$ cat config.mk
export PLATFORM = sky130hd
export DESIGN_NAME = pwm_req_chan
export DESIGN_NICKNAME = d
export VERILOG_FILES = /design/src/rtl/pwm_req_pkg.sv /design/src/rtl/pwm_cfg_regs.sv /design/src/rtl/pwm_timebase.sv /design/src/rtl/pwm_compare.sv /design/src/rtl/pwm_req_ctrl.sv /design/src/rtl/pwm_req_chan.sv
export SDC_FILE = /design/constraint.sdc
export NUM_CORES = 1
export LEC_CHECK = 0
export BUFFER_PORTS_ARGS = -buffer_cell sky130_fd_sc_hd__buf_2
export CAP_MARGIN = 10
export CORE_MARGIN = 2
export CORE_UTILIZATION = 45
export CTS_BUF_LIST = sky130_fd_sc_hd__clkbuf_16
export DETAILED_ROUTE_END_ITERATION = 8
export HOLD_SLACK_MARGIN = 0.15
export REMOVE_ABC_BUFFERS = 1
export SKIP_LAST_GASP = 1
export SLEW_MARGIN = 0
export SYNTH_ARGS = -nofsm -noshare
export SYNTH_HDL_FRONTEND = slang
export SYNTH_SLANG_ARGS = --single-unit
$ cat constraint.sdc
create_clock -name clk_i -period 7.2 [get_ports clk_i]
set_clock_uncertainty 0.15 [all_clocks]
set_input_delay 0.36 -clock clk_i [delete_from_list [all_inputs] [get_ports clk_i]]
set_output_delay 0.36 -clock clk_i [all_outputs]
set_load 0.03 [all_outputs]
$ cat src/rtl/pwm_req_pkg.sv
package pwm_req_pkg;
  localparam int unsigned CNT_W = 16;

  typedef enum logic [1:0] {
    ADDR_CTRL = 2'd0,
    ADDR_INIT = 2'd1,
    ADDR_MOD  = 2'd2,
    ADDR_CHAN = 2'd3
  } cfg_addr_e;

  typedef struct packed {
    logic       dbg_run;
    logic [1:0] clk_sel;
  } tb_ctrl_t;

  typedef struct packed {
    logic req_en;
    logic irq_en;
  } chan_ctrl_t;
endpackage

$ cat src/rtl/pwm_cfg_regs.sv
module pwm_cfg_regs
  import pwm_req_pkg::*;
#(
  parameter int unsigned CNT_W = pwm_req_pkg::CNT_W
) (
  input  logic             clk_i,
  input  logic             rst_ni,
  input  logic             we_i,
  input  logic [1:0]       addr_i,
  input  logic [CNT_W-1:0] wdata_i,
  output tb_ctrl_t         ctrl_o,
  output chan_ctrl_t       chan_o,
  output logic [CNT_W-1:0] init_o,
  output logic [CNT_W-1:0] mod_o
);
  always_ff @(posedge clk_i or negedge rst_ni) begin
    if (!rst_ni) begin
      ctrl_o <= '0;
      chan_o <= '0;
      init_o <= '0;
      mod_o  <= '1;
    end else if (we_i) begin
      case (cfg_addr_e'(addr_i))
        ADDR_CTRL: ctrl_o <= tb_ctrl_t'(wdata_i[2:0]);
        ADDR_INIT: init_o <= wdata_i;
        ADDR_MOD:  mod_o  <= wdata_i;
        ADDR_CHAN: chan_o <= chan_ctrl_t'(wdata_i[1:0]);
        default:   ;
      endcase
    end
  end
endmodule

$ cat src/rtl/pwm_timebase.sv
module pwm_timebase
  import pwm_req_pkg::*;
#(
  parameter int unsigned CNT_W = pwm_req_pkg::CNT_W
) (
  input  logic             clk_i,
  input  logic             rst_ni,
  input  tb_ctrl_t         ctrl_i,
  input  logic             dbg_halt_i,
  input  logic [CNT_W-1:0] init_i,
  input  logic [CNT_W-1:0] mod_i,
  output logic [CNT_W-1:0] cnt_o,
  output logic             enabled_o,
  output logic             run_o,
  output logic             reload_o
);
  assign enabled_o = |ctrl_i.clk_sel;
  assign run_o     = enabled_o && (!dbg_halt_i || ctrl_i.dbg_run);
  assign reload_o  = run_o && (cnt_o >= mod_i);  // >= recovers from a lowered top value

  always_ff @(posedge clk_i or negedge rst_ni) begin
    if (!rst_ni)       cnt_o <= '0;
    else if (reload_o) cnt_o <= init_i;
    else if (run_o)    cnt_o <= cnt_o + 1'b1;
  end

  a_r1_reload_to_init: assert property (@(posedge clk_i) disable iff (!rst_ni)
    reload_o |=> cnt_o == $past(init_i));
  a_r8_frozen_when_idle: assert property (@(posedge clk_i) disable iff (!rst_ni)
    !run_o |=> $stable(cnt_o));
endmodule

$ cat src/rtl/pwm_compare.sv
module pwm_compare #(
  parameter int unsigned CNT_W = pwm_req_pkg::CNT_W
) (
  input  logic             clk_i,
  input  logic             rst_ni,
  input  logic [CNT_W-1:0] cnt_i,
  input  logic             enabled_i,
  input  logic             run_i,
  input  logic             reload_i,
  input  logic             cmp_we_i,
  input  logic [CNT_W-1:0] cmp_wdata_i,
  output logic             pwm_o,
  output logic             match_o
);
  logic [CNT_W-1:0] staged_q, active_q;
  logic             load_now;

  assign load_now = cmp_we_i && !enabled_i;

  always_ff @(posedge clk_i or negedge rst_ni) begin
    if (!rst_ni) begin
      staged_q <= '0;
      active_q <= '0;
    end else begin
      if (cmp_we_i) staged_q <= cmp_wdata_i;
      if (load_now)      active_q <= cmp_wdata_i;
      else if (reload_i) active_q <= cmp_we_i ? cmp_wdata_i : staged_q;
    end
  end

  assign match_o = run_i && (cnt_i == active_q) && (active_q != '0);
  assign pwm_o   = enabled_i && (cnt_i < active_q);

  a_r3_hold_between_reloads: assert property (@(posedge clk_i) disable iff (!rst_ni)
    (!reload_i && !load_now) |=> $stable(active_q));
  a_r3_reload_takes_staged: assert property (@(posedge clk_i) disable iff (!rst_ni)
    (reload_i && !cmp_we_i && !load_now) |=> active_q == $past(staged_q));
endmodule

$ cat src/rtl/pwm_req_ctrl.sv
module pwm_req_ctrl
  import pwm_req_pkg::*;
(
  input  logic       clk_i,
  input  logic       rst_ni,
  input  logic       match_i,
  input  chan_ctrl_t chan_i,
  input  logic       ack_i,
  output logic       req_o,
  output logic       flag_o
);
  logic req_gate;
  assign req_gate = chan_i.irq_en && chan_i.req_en;

  always_ff @(posedge clk_i or negedge rst_ni) begin
    if (!rst_ni) begin
      req_o  <= 1'b0;
      flag_o <= 1'b0;
    end else begin
      if (match_i)    flag_o <= 1'b1;
      else if (ack_i) flag_o <= 1'b0;
      if (match_i && req_gate) req_o <= 1'b1;
      else if (ack_i)          req_o <= 1'b0;
    end
  end

  a_r4_no_req_without_both: assert property (@(posedge clk_i) disable iff (!rst_ni)
    (!req_gate && !req_o) |=> !req_o);
  a_r6_req_held: assert property (@(posedge clk_i) disable iff (!rst_ni)
    (req_o && !ack_i) |=> req_o);
  a_r7_ack_clears: assert property (@(posedge clk_i) disable iff (!rst_ni)
    (ack_i && !match_i) |=> (!flag_o && !req_o));
  a_r7_match_sets_flag: assert property (@(posedge clk_i) disable iff (!rst_ni)
    match_i |=> flag_o);
endmodule

$ cat src/rtl/pwm_req_chan.sv
module pwm_req_chan
  import pwm_req_pkg::*;
#(
  parameter int unsigned CNT_W = pwm_req_pkg::CNT_W
) (
  input  logic             clk_i,
  input  logic             rst_ni,
  input  logic             cfg_we_i,
  input  logic [1:0]       cfg_addr_i,
  input  logic [CNT_W-1:0] cfg_wdata_i,
  input  logic             cmp_we_i,
  input  logic [CNT_W-1:0] cmp_wdata_i,
  input  logic             ack_i,
  input  logic             dbg_halt_i,
  output logic             pwm_o,
  output logic             req_o,
  output logic             flag_o
);
  tb_ctrl_t         ctrl;
  chan_ctrl_t       chan;
  logic [CNT_W-1:0] init_val, mod_val, cnt;
  logic             enabled, run, reload, match;

  pwm_cfg_regs #(.CNT_W(CNT_W)) i_cfg (
    .clk_i, .rst_ni, .we_i(cfg_we_i), .addr_i(cfg_addr_i), .wdata_i(cfg_wdata_i),
    .ctrl_o(ctrl), .chan_o(chan), .init_o(init_val), .mod_o(mod_val)
  );

  pwm_timebase #(.CNT_W(CNT_W)) i_tb (
    .clk_i, .rst_ni, .ctrl_i(ctrl), .dbg_halt_i, .init_i(init_val), .mod_i(mod_val),
    .cnt_o(cnt), .enabled_o(enabled), .run_o(run), .reload_o(reload)
  );

  pwm_compare #(.CNT_W(CNT_W)) i_cmp (
    .clk_i, .rst_ni, .cnt_i(cnt), .enabled_i(enabled), .run_i(run), .reload_i(reload),
    .cmp_we_i, .cmp_wdata_i, .pwm_o, .match_o(match)
  );

  pwm_req_ctrl i_req (
    .clk_i, .rst_ni, .match_i(match), .chan_i(chan), .ack_i, .req_o, .flag_o
  );

  a_r9_stopped_low: assert property (@(posedge clk_i) disable iff (!rst_ni)
    (ctrl.clk_sel == 2'b00) |-> !pwm_o);
endmodule

After elaboration in Yosys (flattened, before gate mapping)
Cells that the tools add are included.
{"block": "classes", "add_sub_neg": 1, "magnitude_cmp": 2, "n_eq_ne": 4, "n_mux": 8, "n_reduce_logical": 22}
{"op": "$mux W16", "n": 5}
{"op": "$add A16 B1 Y16 const B", "n": 1}
{"op": "$eq A16 B16 Y1", "n": 1}
{"op": "$ge A16 B16 Y1", "n": 1}
{"op": "$lt A16 B16 Y1", "n": 1}
{"op": "$reduce_bool A16 Y1", "n": 1}
{"op": "$logic_and A1 B1 Y1", "n": 8}
{"op": "$reduce_and A2 Y1", "n": 4}
{"op": "$reduce_bool A2 Y1", "n": 4}
{"op": "$eq A2 B2 Y1 const B", "n": 2}
{"op": "$mux W1", "n": 3}
{"op": "$eq A2 B1 Y1 const B", "n": 1}
{"op": "$logic_not A1 Y1", "n": 2}
{"op": "$logic_not A2 Y1", "n": 1}
{"op": "$reduce_or A2 Y1", "n": 1}
{"op": "$logic_or A1 B1 Y1", "n": 1}
{"block": "totals", "ff_bits": 87, "input_bits": 40, "output_inout_bits": 3, "word_cells": 48}

Longest topological paths before layout
{"block": "logic_depth", "word_depth": 7, "depth_mapped": 9, "depth_no_buf": 8}

Hierarchy
Synthesis repeated with hierarchy kept, for this count alone.
{"block": "unflattened", "hier_cells": 401, "area_unflattened_um2": 4729.5}
{"mod": "pwm_compare", "n_inst": 1, "cells_per_inst": 148, "area_per_inst_um2": 1667.8, "seq_area_each_um2": 800.8}
{"mod": "pwm_cfg_regs", "n_inst": 1, "cells_per_inst": 80, "area_per_inst_um2": 1517.7, "seq_area_each_um2": 945.9}
{"mod": "pwm_timebase", "n_inst": 1, "cells_per_inst": 168, "area_per_inst_um2": 1471.4, "seq_area_each_um2": 400.4}
{"mod": "pwm_req_ctrl", "n_inst": 1, "cells_per_inst": 5, "area_per_inst_um2": 72.6, "seq_area_each_um2": 50.0}

Least setup slack after synthesis
Ideal clock, no wire load.
{"block": "synth_path", "path_kind": "flip-flop to flip-flop", "from": "register i_cfg.mod_o[11]", "to": "register i_cmp.active_q[10]", "setup_time_ps": 125, "arrival_time_ps": 2325, "t_required_ps": 6925, "path_slack_ps": 4600, "stages_incl_launch_ff": 10, "path_buffers": 1, "synth_period_minus_slack_ps": 2600, "path_cell_list": "dfstp_2 > inv_1 > ha_1 > a21oi_2 > o21ai_2 > a2111oi_4 > o21ai_2 > a22oi_4 > buf_12 > mux2_4"}
{"block": "synth_via", "elab_chain_len": 3}
{"element": "start, declared", "line_no": "pwm_cfg_regs.sv:14", "rtl": "output logic [CNT_W-1:0] mod_o"}
{"element": "start signal, assigned", "line_no": "pwm_cfg_regs.sv:26", "rtl": "ADDR_MOD: mod_o <= wdata_i;"}
{"element": "$ge A16 B16 Y1", "line_no": "pwm_timebase.sv:19", "rtl": "assign reload_o = run_o && (cnt_o >= mod_i);"}
{"element": "$logic_and A1 B1 Y1", "line_no": "pwm_timebase.sv:19"}
{"element": "$reduce_bool A2 Y1 (no line)"}
{"element": "end signal, assigned", "line_no": "pwm_compare.sv:26", "rtl": "if (load_now) active_q <= cmp_wdata_i;"}
{"element": "end signal, assigned", "line_no": "pwm_compare.sv:27", "rtl": "else if (reload_i) active_q <= cmp_we_i ? cmp_wdata_i : staged_q;"}
{"element": "end, declared", "line_no": "pwm_compare.sv:15", "rtl": "logic [CNT_W-1:0] staged_q, active_q;"}
No other way between the ends.
A chain may end at the register's enable or synchronous reset.

Worst setup path in the final report
{"block": "layout_path", "from": "register i_cfg.mod_o[9]", "to": "register i_cmp.active_q[1]"}
Same word-level chain as after synthesis.

==> impl_metrics.ini <==
[detailed_routing]
drtPass1Iterations = 4
via_per_inst = 5.30
drt_iter0_drc = 101
drcViolationCount = 0
drt-total-wl_mm = 9.27
via_count = 3200
routedWlPerCell_um = 15.3
ant_nets = 0

[logic_synthesis]
synth_compound_area_share_pct = 10.5
synthMuxAreaShare_pct = 19.9
ys_async_sr_fraction_pct = 100
synthFlopType = dfrtp_1
ys_types = 43
synth_edf_count = 0
synth_top_area_share_pct = 38.7
yosys_warnings = 0
synth.top_cells.by_area = dfrtp_1 (39%), mux2_2 (14%), dfstp_2 (9.2%)
synth_top_family_by_area = multiplexers
ys_ff_latch = 87
avgSynthCellArea_um2 = 11.8
synthCells = 391
ys_seq_area_share_pct = 47.8
yosysMostFrequentCell = dfrtp_1
synthSimpleGateAreaFrac_pct = 7.92
syn_area_um2 = 4590
yosys.area.top_type = dfrtp_1
yosys-top-cells-count = dfrtp_1 (71), mux2_2 (58), inv_1 (41)
synth_xor_area_share_pct = 0
synth_fa_ha_area_share_pct = 8.99

[setup_path]
crit_arrival_ns = 3.12
crit_path_max_incr_delay_ns = 0.61
cp_max_fo = 16
cp_data_required_time_ns = 7.27
cp-end-kind = flop
crit_type = flop to flop
crit_path_top_delay_cell = a22oi_4
cp_cell_sequence = inv_1 > ha_1 > a21oi_1 > o21ai_2 > a2111oi_4 > o21ai_2 > a22oi_4 > mux2_2
cp_common_cell = o21ai_2
startpoint_type = flop

[cts]
numCtsBuffers = 9
clkLatencyLatePin_ns = 0.34
cts_tree = built
cts_resized = 0
cts_root_buf = clkbuf_16
clockBufferDepth = 2
clk_pin_slew_ns = 0.07
htree_levels = 3
cts_sinks = 87

[run_status]
status = complete, no violations

[floorplan]
die_h_um = 105
ios = 43
die_w_um = 105
start_util_pct = 46.6
core_um2 = 9860
die_area_um2 = 11000
num_rows = 36

[global_route]
grt.busiest_layer = met2
met1_usage_pct = 21.9
grt_use_total_pct = 17.6
antenna_found_initial = 0
grt_pass1_wl_mm = 15.6
grt_use_met2_pct = 30.5
grt_pass1_vias = 3312
grt_start_max_net_pins = 46
grt_util_met3_pct = 4.30
overflow = 0

[sta]
fin_crit_sh_pct = 42.3
final_hold_viol_count = 0
worst_pin_slew_ns = 0.989
fmax_ghz = 0.328
drv_slew = 0
fin_crit_ns = 3.05
rsz0062_at_grt = false
final.setup.tns_ns = 0
maxSlewHeadroom_pct = 33.5
setup_viol = 0

[placed_design]
gp_congestion = 0.839
io_buffer_count = 42
hpwl_mm = 6.61
dp.cells = 556

[flow_run]
cap_violations = 0

[final_layout]
drive_gt1_share_pct = 31.6
n_antenna_cell = 0
nNetsFinal = 539
area_delta_synth_final_pct = 20.5
final_cell_count_no_fill = 604

[power]
p_leak_uw = 0.00257
irDropWorstVdd_v = 0.000227
power.density_nw_per_um2 = 379

[min_path]
min_path_type = primary input to flop
metrics by stage:
| step | hold slack, ns | power, µW | setup slack [ns] | instance area, µm² | util (%) |
|---|---|---|---|---|---|
| finish | 0.154 | 2100 | 4.15 | 5540 | 56.1 |
| global route | 0.163 | 2250 | 3.96 | 5540 | 56.1 |
| CTS | 0.152 | 2110 | 4.13 | 5540 | 56.1 |
| detailed placement | 0.236 | 1630 | 4.14 | 4920 | 49.9 |
| global placement | 0.231 | 1590 | 4.20 | 4920 | 49.9 |
| floorplan | -0.0856 | 1410 | 4.40 | 4520 | - |
area by class of cell:
type | count | area [µm²]
Multi-Input combinational cell | 251 | 2170
Clock inverter | 7 | 73.8
Fill cell | 848 | 4330
Inverter | 41 | 154
Clock buffer | 9 | 225
Sequential cell | 87 | 2200
Timing Repair Buffer | 76 | 548
Tap cell | 133 | 166
worst max-delay path: cells and delay by family (launching register included):
kind / cells / cell delay [ns]
buf+inv: 1 / 0.04
fa+ha+maj: 1 / 0.28
flops: 1 / 0.53
compound gates: 5 / 1.53
mux: 1 / 0.41
path summary, 6_finish.rpt:
path                                         start                 end  slack, ns  depth (start not counted)
min in group asynchronous                   rst_ni    i_cfg.init_o[13]       0.40                          2
worst max-delay path                i_cfg.mod_o[9]   i_cmp.active_q[1]       4.15                          8
worst min-delay path                cfg_wdata_i[1]     i_cfg.chan_o[1]       0.15                          2
max in group asynchronous                   rst_ni      i_cfg.mod_o[4]       5.53                          3
worst min register to register  i_cmp.staged_q[10]  i_cmp.staged_q[10]       0.35                          1
worst max register to register      i_cfg.mod_o[9]   i_cmp.active_q[1]       4.15                          8
power breakdown:
| group | internal (µW) | switching [µW] |
|---|---|---|
| registers | 644 | 158 |
| clock network | 269 | 195 |
| logic | 421 | 409 |
state kept, by name (all words and copies together), names as in the netlist:
name	count
i_cfg.chan_o	2
i_cfg.mod_o	16
i_req.req_o	1
i_cmp.staged_q	16
i_cfg.ctrl_o	3
i_req.flag_o	1
i_cmp.active_q	16
i_tb.cnt_o	16
i_cfg.init_o	16
what timing repair did:
item                                   4_1_cts  5_1_grt
buffers inserted                             0        0
endpoints found under the hold margin       86        0
hold buffers                                32        0
layout by cell type, fill, tap and decap left out, types with 2 or more instances in the layout:
cell type | Yosys | layout
dlygate4sd3_1 | 0 | 32
buf_2 | 1 | 41
o21a_1 | 2 | 2
ha_1 | 33 | 33
mux2_2 | 58 | 58
clkbuf_16 | 0 | 9
nand2b_1 | 2 | 2
buf_4 | 0 | 3
dfrtp_1 | 71 | 71
nor3_1 | 3 | 3
nor4_1 | 5 | 5
nand3_1 | 12 | 12
dfstp_2 | 16 | 16
mux2_4 | 10 | 10
a22oi_1 | 5 | 5
a211oi_1 | 4 | 4
a21oi_1 | 17 | 17
nor2b_1 | 2 | 2
nand2_1 | 18 | 18
nand3b_1 | 2 | 2
nor2_1 | 9 | 9
a2bb2oi_1 | 7 | 7
nand4_1 | 10 | 10
inv_1 | 41 | 42
mux2i_1 | 11 | 11
o21ai_2 | 2 | 2
and3_1 | 4 | 4
clkinvlp_4 | 0 | 3
o211ai_1 | 5 | 5
a21o_1 | 5 | 5
o21ai_0 | 13 | 13
kinds of logic after synthesis:
family,count (synthesis)
AO/OA/AOI/OAI,68
adder cells (fa/ha/maj),33
buffers and inverters,53
flip-flops,87
multiplexers,79
AND/OR/NAND/NOR,71
per-layer routing:
layer | routed length [µm] | vias to the layer above
li1 | - | 1548
met1 | 4220 | 1583
met2 | 4600 | 61
met3 | 347 | 8
met4 | 96 | 0
met5 | 0 | -
No activity file was read; power rests on OpenSTA's default activity.
